<file path="src/rtl/trap_pkg.sv">
`timescale 1ns/1ps
package trap_pkg;
  localparam int XLEN      = 32;
  localparam int CODE_W    = 5;
  localparam int OFF_W     = 12;
  localparam int STAT_EXL  = 1;
  localparam int STAT_BEV  = 22;
  localparam int CAUSE_BD  = 31;
  localparam int CAUSE_CE  = 28;

  localparam logic [CODE_W-1:0] CODE_INT       = 5'd0;
  localparam logic [CODE_W-1:0] CODE_TLB_LD    = 5'd2;
  localparam logic [CODE_W-1:0] CODE_TLB_ST    = 5'd3;
  localparam logic [CODE_W-1:0] CODE_COP_UNUSE = 5'd11;
  localparam logic [CODE_W-1:0] REQ_REFILL_LD  = 5'd30;
  localparam logic [CODE_W-1:0] REQ_REFILL_ST  = 5'd31;

  localparam logic [OFF_W-1:0] OFF_REFILL  = 12'h000;
  localparam logic [OFF_W-1:0] OFF_GENERAL = 12'h180;
  localparam logic [OFF_W-1:0] OFF_INT_ALT = 12'h200;

  typedef struct packed {
    logic              takeExc;
    logic              loadEpc;
    logic              epcBack;
    logic              setBd;
    logic              setExl;
    logic              loadCe;
    logic [CODE_W-1:0] code;
    logic [OFF_W-1:0]  offset;
  } ctlStrobe_t;
endpackage

</file>
<file path="src/rtl/trap_ctrl.sv">
`timescale 1ns/1ps
module trap_ctrl
  import trap_pkg::*;
#(
  parameter bit ALT_INT_ENABLE = 1'b1
) (
  input  logic              excReq,
  input  logic [CODE_W-1:0] excCode,
  input  logic              inDelaySlot,
  input  logic              altIntVector,
  input  logic              exlNow,
  output ctlStrobe_t        strobe
);
  logic isRefill;
  logic altSel;

  generate
    if (ALT_INT_ENABLE) begin : g_alt
      assign altSel = altIntVector;
    end else begin : g_noalt
      assign altSel = 1'b0;
    end
  endgenerate

  assign isRefill = (excCode == REQ_REFILL_LD) || (excCode == REQ_REFILL_ST);

  always_comb begin
    strobe         = '0;
    strobe.takeExc = excReq;
    if (isRefill)
      strobe.code = (excCode == REQ_REFILL_LD) ? CODE_TLB_LD : CODE_TLB_ST;
    else
      strobe.code = excCode;
    strobe.loadCe  = excReq && (excCode == CODE_COP_UNUSE);
    if (isRefill && !exlNow)
      strobe.offset = OFF_REFILL;
    else if (altSel && (excCode == CODE_INT))
      strobe.offset = OFF_INT_ALT;
    else
      strobe.offset = OFF_GENERAL;
    strobe.loadEpc = excReq && !exlNow;
    strobe.epcBack = inDelaySlot;
    strobe.setBd   = excReq && !exlNow && inDelaySlot;
    strobe.setExl  = excReq && !exlNow;
  end
endmodule

</file>
<file path="src/rtl/trap_regs.sv">
`timescale 1ns/1ps
module trap_regs
  import trap_pkg::*;
#(
  parameter logic [XLEN-1:0] BOOT_BASE   = 32'hBFC0_0200,
  parameter logic [XLEN-1:0] RAM_BASE    = 32'h8000_0000,
  parameter logic [XLEN-1:0] RESET_STAT  = 32'h0040_0002
) (
  input  logic            clk,
  input  logic            rst,
  input  ctlStrobe_t      strobe,
  input  logic [XLEN-1:0] excPc,
  input  logic [1:0]      badCopNum,
  input  logic            regWrEn,
  input  logic            regWrSel,
  input  logic [XLEN-1:0] regWrData,
  output logic            redirectValid,
  output logic [XLEN-1:0] redirectAddr,
  output logic            delaySlotClear,
  output logic [XLEN-1:0] epcQ,
  output logic [XLEN-1:0] causeQ,
  output logic [XLEN-1:0] statusQ
);
  localparam logic [XLEN-1:0] CAUSE_CLR = 32'h8000_00FF;
  localparam logic [XLEN-1:0] CE_MASK   = 32'h3 << CAUSE_CE;

  logic [XLEN-1:0] nextCause;
  logic [XLEN-1:0] vecBase;

  assign vecBase = statusQ[STAT_BEV] ? BOOT_BASE : RAM_BASE;

  always_comb begin
    nextCause = (causeQ & ~CAUSE_CLR) | ({{(XLEN-CODE_W){1'b0}}, strobe.code} << 2);
    if (strobe.loadCe)
      nextCause = (nextCause & ~CE_MASK) | ({{(XLEN-2){1'b0}}, badCopNum} << CAUSE_CE);
    if (strobe.setBd)
      nextCause[CAUSE_BD] = 1'b1;
  end

  always_ff @(posedge clk) begin
    if (rst) begin
      statusQ        <= RESET_STAT;
      causeQ         <= '0;
      epcQ           <= '0;
      redirectValid  <= 1'b0;
      redirectAddr   <= '0;
      delaySlotClear <= 1'b0;
    end else begin
      redirectValid  <= strobe.takeExc;
      delaySlotClear <= strobe.setBd;
      if (strobe.takeExc) begin
        redirectAddr <= vecBase + {{(XLEN-OFF_W){1'b0}}, strobe.offset};
        causeQ       <= nextCause;
        if (strobe.loadEpc)
          epcQ <= strobe.epcBack ? excPc - 32'd4 : excPc;
        if (strobe.setExl)
          statusQ[STAT_EXL] <= 1'b1;
      end else if (regWrEn) begin
        if (regWrSel) causeQ  <= regWrData;
        else          statusQ <= regWrData;
      end
    end
  end


  redirect_follows_req_chk: assert property (@(posedge clk) disable iff (rst)
    redirectValid |-> $past(strobe.takeExc));

  exl_set_after_entry_chk: assert property (@(posedge clk) disable iff (rst)
    strobe.takeExc |=> statusQ[STAT_EXL]);

  nested_epc_hold_chk: assert property (@(posedge clk) disable iff (rst)
    (strobe.takeExc && statusQ[STAT_EXL]) |=> ($stable(epcQ) && !causeQ[CAUSE_BD] && !delaySlotClear));

  bd_pulse_match_chk: assert property (@(posedge clk) disable iff (rst)
    (redirectValid && causeQ[CAUSE_BD]) |-> delaySlotClear);
endmodule

</file>
<file path="src/rtl/trap_entry_unit.sv">
`timescale 1ns/1ps
module trap_entry_unit
  import trap_pkg::*;
#(
  parameter bit ALT_INT_ENABLE = 1'b1
) (
  input  logic        clk,
  input  logic        rst,
  input  logic        excReq,
  input  logic [4:0]  excCode,
  input  logic [31:0] excPc,
  input  logic        inDelaySlot,
  input  logic [1:0]  badCopNum,
  input  logic        altIntVector,
  input  logic        regWrEn,
  input  logic        regWrSel,
  input  logic [31:0] regWrData,
  output logic        redirectValid,
  output logic [31:0] redirectAddr,
  output logic        delaySlotClear,
  output logic [31:0] epcOut,
  output logic [31:0] causeOut,
  output logic [31:0] statusOut
);
  ctlStrobe_t strobe;

  trap_ctrl #(.ALT_INT_ENABLE(ALT_INT_ENABLE)) u_ctrl (
    .excReq       (excReq),
    .excCode      (excCode),
    .inDelaySlot  (inDelaySlot),
    .altIntVector (altIntVector),
    .exlNow       (statusOut[STAT_EXL]),
    .strobe       (strobe)
  );

  trap_regs u_regs (
    .clk            (clk),
    .rst            (rst),
    .strobe         (strobe),
    .excPc          (excPc),
    .badCopNum      (badCopNum),
    .regWrEn        (regWrEn),
    .regWrSel       (regWrSel),
    .regWrData      (regWrData),
    .redirectValid  (redirectValid),
    .redirectAddr   (redirectAddr),
    .delaySlotClear (delaySlotClear),
    .epcQ           (epcOut),
    .causeQ         (causeOut),
    .statusQ        (statusOut)
  );


  refill_ld_fold_chk: assert property (@(posedge clk) disable iff (rst)
    (excReq && excCode == REQ_REFILL_LD) |=> (causeOut[6:2] == CODE_TLB_LD));

  refill_st_fold_chk: assert property (@(posedge clk) disable iff (rst)
    (excReq && excCode == REQ_REFILL_ST) |=> (causeOut[6:2] == CODE_TLB_ST));
endmodule

</file>
<file path="config.mk">
export PLATFORM = sky130hd
export DESIGN_NAME = trap_entry_unit
export DESIGN_NICKNAME = d
export VERILOG_FILES = /design/src/rtl/trap_pkg.sv /design/src/rtl/trap_ctrl.sv /design/src/rtl/trap_regs.sv /design/src/rtl/trap_entry_unit.sv
export SDC_FILE = /design/constraint.sdc
export NUM_CORES = 1
export LEC_CHECK = 0
export ABC_AREA = 1
export CAP_MARGIN = 0
export CORE_MARGIN = 3
export CORE_UTILIZATION = 43
export DETAILED_ROUTE_END_ITERATION = 8
export PLACE_DENSITY = 0.78
export SYNTH_ARGS = -nofsm -noshare
export SYNTH_HDL_FRONTEND = slang
export SYNTH_SLANG_ARGS = --single-unit
</file>
<file path="constraint.sdc">
create_clock -name clk -period 1.7 [get_ports clk]
set_clock_uncertainty 0.1 [all_clocks]
set_input_delay 0.425 -clock clk [delete_from_list [all_inputs] [get_ports clk]]
set_output_delay 0.425 -clock clk [all_outputs]
set_load 0.005 [all_outputs]
</file>
==> results.rst, run 1 <==
.. list-table::
   :header-rows: 1

   * - Metric
     - Value
   * - Max Clock Freq
     - 0.610 GHz
   * - Drt wl/cell
     - 14.9 um
   * - Number of buffers added by the clock tree synthesis step
     - 9
   * - H-tree levels
     - 3
   * - Min-Delay Path Class
     - reg2reg
   * - Fin crit period
     - 1.64 ns
   * - Clock sinks
     - 103
   * - Total routing usage reported by global routing
     - 24.8%
   * - Initial core utilization
     - 45.3%
   * - Synth Flop Type
     - dfxtp_1
   * - Initial detailed-routing violation count
     - 319
   * - Setup violators final
     - 0
   * - Share of the core filled with cells
     - 70.7%
   * - Fin crit share
     - 96.4%
   * - Antenna violations before repair
     - 0
   * - Chip Width
     - 112 um
   * - Library cell with the largest summed area after synthesis
     - dfxtp_1
   * - Clock tree buffer depth
     - 2
   * - Final RePlAce weighted congestion
     - 0.910
   * - FFs w/ async S/R, synth
     - 0%
   * - Ranking of synthesized cells by area
     - dfxtp_1, nor2_1, o21ai_0
   * - Largest net degree at the start of global routing
     - 48
   * - Synth top area share
     - 42.9%
   * - Area of the die
     - 12,500 sq um
   * - Io pins
     - 208
   * - Number of enable-type register cells in the synthesized netlist
     - 0
   * - Total negative setup slack
     - 0 ns
   * - Top cells by count, synth
     - nor2_1, dfxtp_1, o21ai_0, nand2_1, inv_1
   * - Peak supply drop
     - 689 uV
   * - Flip-flop and latch count after synthesis
     - 103
   * - P&R area growth vs syn
     - 56.0%
   * - CTS tree
     - done
   * - Crit-path max FO
     - 7
   * - Via count of the first global-routing pass
     - 5,256
   * - Total number of vias
     - 5,255
   * - Remaining routing DRC violations
     - 0
   * - Number of maximum-capacitance violations
     - 0
   * - Total gr overflow
     - 0
   * - DP Wirelength
     - 12,300 um
   * - Synthesized instance count
     - 673
   * - Worst Setup Start Kind
     - input port
   * - Critical path class
     - in2reg
   * - Count of buffers inserted at the top-level ports
     - 188
   * - Static leakage power
     - 3.72 nW
   * - Result of the run
     - finished, final reports clean
   * - Share of cells above drive strength 1
     - 22.1%
   * - Core Rows
     - 37
   * - WL final
     - 15,800 um
   * - Worst path arrival time
     - 1.79 ns
   * - Inserted Diodes
     - 0
   * - Number of hold-slack violations in the final timing report
     - 0
   * - Clock transition at path regs
     - 0.10 ns
   * - Power per unit of standard cell area
     - 665 nW/um^2
   * - Vias/cell
     - 4.95
   * - Router iterations before antenna repair
     - 6
   * - Pins over their slew limit
     - 0
   * - Minimum setup slack among reg-to-reg paths
     - 0.45 ns
   * - Crit end category
     - flip-flop
   * - Floorplan Core Area
     - 10,600 sq um
   * - Mean instance size in the synthesized netlist
     - 7.14 sq um
   * - Syn Std Cell Area
     - 4800 sq um
   * - Fin worst setup slack
     - 0.0619 ns
   * - Fraction of the yosys area taken by sequential cells
     - 42.9%
   * - Number of warnings printed during yosys synthesis
     - 0
   * - Final net count
     - 1,000
   * - Worst hold margin
     - 0.360 ns
   * - Worst slack, placed
     - -0.487 ns
   * - Root buf cell
     - clkbuf_8
   * - Number of nets with antenna violations after routing
     - 0
   * - Cell with the most instances after synthesis
     - nor2_1
   * - Chip height
     - 112 um
   * - Library cells used by synthesis
     - 37
   * - Wire length of the first global-routing pass
     - 25,500 um
   * - Clock insertion delay at the later pin of the skew report
     - 0.35 ns
   * - Req. time, crit path
     - 1.85 ns
==> sequential cells by signal, indices dropped and copies added, names as in the netlist <==
signal	flops
u_regs.redirectAddr	5
u_regs.epcQ	32
u_regs.statusQ	32
u_regs.redirectValid	1
u_regs.causeQ	32
u_regs.delaySlotClear	1
==> cell type report <==
type                            count  area, sq um
Tap cell                          136          170
Fill cell                         907         3110
Multi-Input combinational cell    481         2340
Sequential cell                   103         2140
Inverter                           51          196
Timing Repair Buffer              274         2460
Clock inverter                      7         66.3
Clock buffer                        9          124
==> metrics by stage <==
stage                     instance area (sq um)  power (W)  instances
after floorplan                            4870    0.00298        691
after global placement                     7240    0.00356       1036
after detailed placement                   7240    0.00358       1036
after CTS                                  7430    0.00501       1060
after global routing                       7490    0.00521       1061
final                                      7490    0.00498       1061
==> power by group <==
part           leakage [nW]  switching, W  internal (W)  total (W)
Combinational          2.76      0.000427      0.000480   0.000907
Clock                0.0953      0.000932      0.000570    0.00150
Sequential            0.863     0.0000515       0.00252    0.00257
==> repair_timing <==
| item | in CTS | in global routing |
|---|---|---|
| hold buffers | 0 | 0 |
| endpoints found under the setup margin | 123 | 13 |
| endpoints found under the hold margin | 0 | 0 |
| setup buffers | 8 | 1 |
| pin swaps | 5 | 9 |
| gates resized for setup | 181 | 20 |
==> cell families after synthesis <==
kind of cell | Yosys count | synth area share (%)
simple gates | 326 | 29.6
compound gates | 126 | 14.4
buf+inv | 107 | 11.0
flops | 103 | 42.9
xor+xnor | 8 | 1.46
fa+ha+maj | 2 | 0.521
other cells | 1 | 0.0781
==> metal layers <==
layer / global-route usage [%] / share of wire (%) / up-vias
met5: 0 / 0 / -
met4: 9.49 / 3.5 / 0
met3: 5.98 / 7.0 / 42
met2: 43.1 / 49 / 214
met1: 29.5 / 40 / 2400
li1: - / - / 2599
==> worst max-delay path, stage by stage <==
cell             delay, ns
clkdlybuf4s50_1       0.49
nor2_2                0.16
nand2_1               0.09
nor2_4                0.15
nand2_4               0.12
nor2_4                0.11
nand2_1               0.07
a21oi_2               0.13
nor2_1                0.05
==> path summary, 6_finish.rpt <==
check,start,to,depth (start not counted)
worst min-delay path,u_regs.causeQ[7],u_regs.causeQ[7],2
worst max-delay path,excPc[16],u_regs.epcQ[22],9
worst max register to register,u_regs.statusQ[1],u_regs.epcQ[20],7
worst min register to register,u_regs.causeQ[7],u_regs.causeQ[7],2
==> placed cells by master (no fill, tap or decap), types with 6 or more instances in the layout <==
cell type	count
nor2_2	9
dfxtp_1	46
nand3_1	22
nor2_1	176
clkdlybuf4s50_1	66
nand2_1	82
buf_4	80
buf_12	6
dlygate4sd2_1	119
a31oi_1	9
xor2_1	6
nand4_1	8
clkbuf_8	9
nor2_4	11
conb_1	19
o21ai_0	84
inv_1	44
dfxtp_2	55
a21oi_1	14
Power figures use the tool's default switching activity.
==> inputs of run 2 (changes only) <==
REMOVE_ABC_BUFFERS = 1   (was not set)
==> run 2 against run 1 <==
Largest cell class unchanged. Sequential cell count did not move. First-iteration DRC count rose by 28%. Largest power group unchanged. Clock power rose by 3%. Design area rose by 1.2%. Sequential power barely moved. Critical path type unchanged.
==> results.rst, run 2 (synthesized netlist as in run 1, its figures left out) <==
.. list-table::
   :header-rows: 1

   * - Metric
     - Value
   * - Result of the run
     - finished, final reports clean
   * - Initial detailed-routing violation count
     - 407
   * - Wire length of the first global-routing pass
     - 25,100 um
   * - Minimum setup slack among reg-to-reg paths
     - 0.32 ns
   * - Chip height
     - 112 um
   * - Number of nets with antenna violations after routing
     - 0
   * - Total number of vias
     - 5,393
   * - Fin worst setup slack
     - 0.0539 ns
   * - Share of cells above drive strength 1
     - 23.5%
   * - Worst path arrival time
     - 1.82 ns
   * - Setup violators final
     - 0
   * - Router iterations before antenna repair
     - 5
   * - Capture point of the critical path
     - u_regs.epcQ[9]
   * - Leading cell type in the layout, fill and taps excluded
     - nor2_1
   * - Launching instance or port of the critical path
     - excReq
   * - Clock tree buffer depth
     - 2
   * - Clock transition at path regs
     - 0.11 ns
   * - CTS tree
     - done
   * - Min-Delay Path Class
     - in2reg
   * - WL final
     - 16,100 um
   * - H-tree levels
     - 3
   * - Floorplan Core Area
     - 10,600 sq um
   * - Overall power after layout
     - 0.00503 W
   * - Drt wl/cell
     - 15.2 um
   * - Cell repeated most along the worst path
     - inv_2
   * - Fin crit share
     - 96.8%
   * - Chip Width
     - 112 um
   * - Antenna violations before repair
     - 0
   * - Total gr overflow
     - 0
   * - Pins over their slew limit
     - 0
   * - Inserted Diodes
     - 0
   * - Family of cells with the greatest summed delay on the critical path
     - buffers and inverters
   * - Max Clock Freq
     - 0.607 GHz
   * - Area of the die
     - 12,500 sq um
   * - P&R area growth vs syn
     - 57.8%
   * - Total routing usage reported by global routing
     - 24.1%
   * - Clock sinks
     - 103
   * - Static leakage power
     - 3.79 nW
   * - Share of the core filled with cells
     - 71.5%
   * - Largest net degree at the start of global routing
     - 42
   * - Req. time, crit path
     - 1.88 ns
   * - Levels on crit path
     - 9
   * - Worst reg2reg startpoint
     - u_regs.statusQ[1]
   * - Top library cells by usage in the layout, fill and taps aside
     - nor2_1, dlygate4sd2_1, o21ai_0, nand2_1, buf_4
   * - Clock insertion delay at the later pin of the skew report
     - 0.36 ns
   * - Worst Setup Start Kind
     - input port
   * - Count of buffers inserted at the top-level ports
     - 188
   * - Number of buffers added by the clock tree synthesis step
     - 9
   * - Final net count
     - 1,000
   * - Crit path max-delay cell type
     - clkdlybuf4s50_1
   * - Crit path buffers/inverters
     - 7
   * - Sequential cell area
     - 2150 sq um
   * - Register-to-Register Path Depth
     - 7
   * - Vias/cell
     - 5.08
   * - DP Wirelength
     - 11,900 um
   * - Count of fill cells added during filler insertion
     - 882
   * - Registers with the highest flip-flop counts
     - u_regs.causeQ x32, u_regs.epcQ x32, u_regs.statusQ x32
   * - Slowest cell delay on critical path
     - 0.47 ns
   * - Count of hold buffers inserted by post-cts repair
     - 0
   * - Reg-to-reg endpoint
     - u_regs.epcQ[9]
   * - Crit-path max FO
     - 9
   * - Critical path cell sequence
     - clkdlybuf4s50_1 > buf_6 > inv_2 > nor2_4 > buf_12 > buf_4 > inv_2 > o21ai_0 > inv_1
   * - Total negative setup slack
     - 0 ns
   * - Initial core utilization
     - 45.3%
   * - Power per unit of standard cell area
     - 664 nW/um^2
   * - Final RePlAce weighted congestion
     - 0.885
   * - Fin crit period
     - 1.65 ns
   * - Area of the multi-input gates
     - 2330 sq um
   * - Remaining routing DRC violations
     - 0
   * - Crit end category
     - flip-flop
   * - Via count of the first global-routing pass
     - 5,225
   * - Io pins
     - 208
   * - Critical path class
     - in2reg
   * - Peak supply drop
     - 409 uV
   * - Number of hold-slack violations in the final timing report
     - 0
   * - Worst slack, placed
     - -0.527 ns
   * - Root buf cell
     - clkbuf_8
   * - Core Rows
     - 37
   * - Number of maximum-capacitance violations
     - 0
## run 2: power by group
group / internal [W] / switching, W / total [W] / leakage, nW
logic: 0.000485 / 0.000433 / 0.000918 / 2.82
clock network: 0.000612 / 0.000928 / 0.00154 / 0.0988
registers: 0.00252 / 0.0000515 / 0.00257 / 0.867
## run 2: worst min path at each step
stage                                start               end  depth (start not counted)
after floorplan           u_regs.causeQ[0]  u_regs.causeQ[0]                          2
after global placement    u_regs.causeQ[0]  u_regs.causeQ[0]                          2
after detailed placement  u_regs.causeQ[0]  u_regs.causeQ[0]                          2
after CTS                 u_regs.causeQ[0]  u_regs.causeQ[0]                          2
after global routing              excPc[6]    u_regs.epcQ[6]                          3
final                             excPc[6]    u_regs.epcQ[6]                          3
## run 2: per-layer routing
metal / global-route usage (%) / vias up / wire (um)
met2: 43.9 / 244 / 8300
met3: 5.27 / 28 / 1310
met1: 28.6 / 2512 / 6210
li1: - / 2609 / -
met4: 5.84 / 0 / 276
met5: 0 / - / 0
## run 2: metrics by stage
stage,hold slack (ns),instances,area (sq um)
after detailed placement,0.362,1033,7220
final,0.366,1061,7580
after global routing,0.361,1061,7580
after floorplan,0.351,635,4530
after CTS,0.376,1057,7430
after global placement,0.354,1033,7220
## run 2: cell type report
cell class / count / area share (%)
Inverter: 51 / 2.61
Timing Repair Buffer: 274 / 33.4
Clock inverter: 6 / 0.776
Multi-Input combinational cell: 481 / 30.8
Tap cell: 136 / 2.25
Sequential cell: 103 / 28.3
Clock buffer: 10 / 1.82
## run 2: worst register-to-register path: stages, from the launching register on
cell and delay, ns:
dfxtp_4 0.36, buf_4 0.15, nor2_4 0.10, buf_12 0.15, buf_4 0.14, inv_2 0.06
o21ai_0 0.18, inv_1 0.05
## run 2: what timing repair did
action,4_1_cts,5_1_grt
endpoints found under the setup margin,126,18
pin swaps,4,8
cloned,0,2
setup buffers,8,2
gates resized for setup,186,28
==> inputs of run 3 (changes only) <==
CTS_CLUSTER_DIAMETER = 40   (was not set)
==> results of run 3 <==
The final DEF is identical to that of run 2; final timing and power are the same.
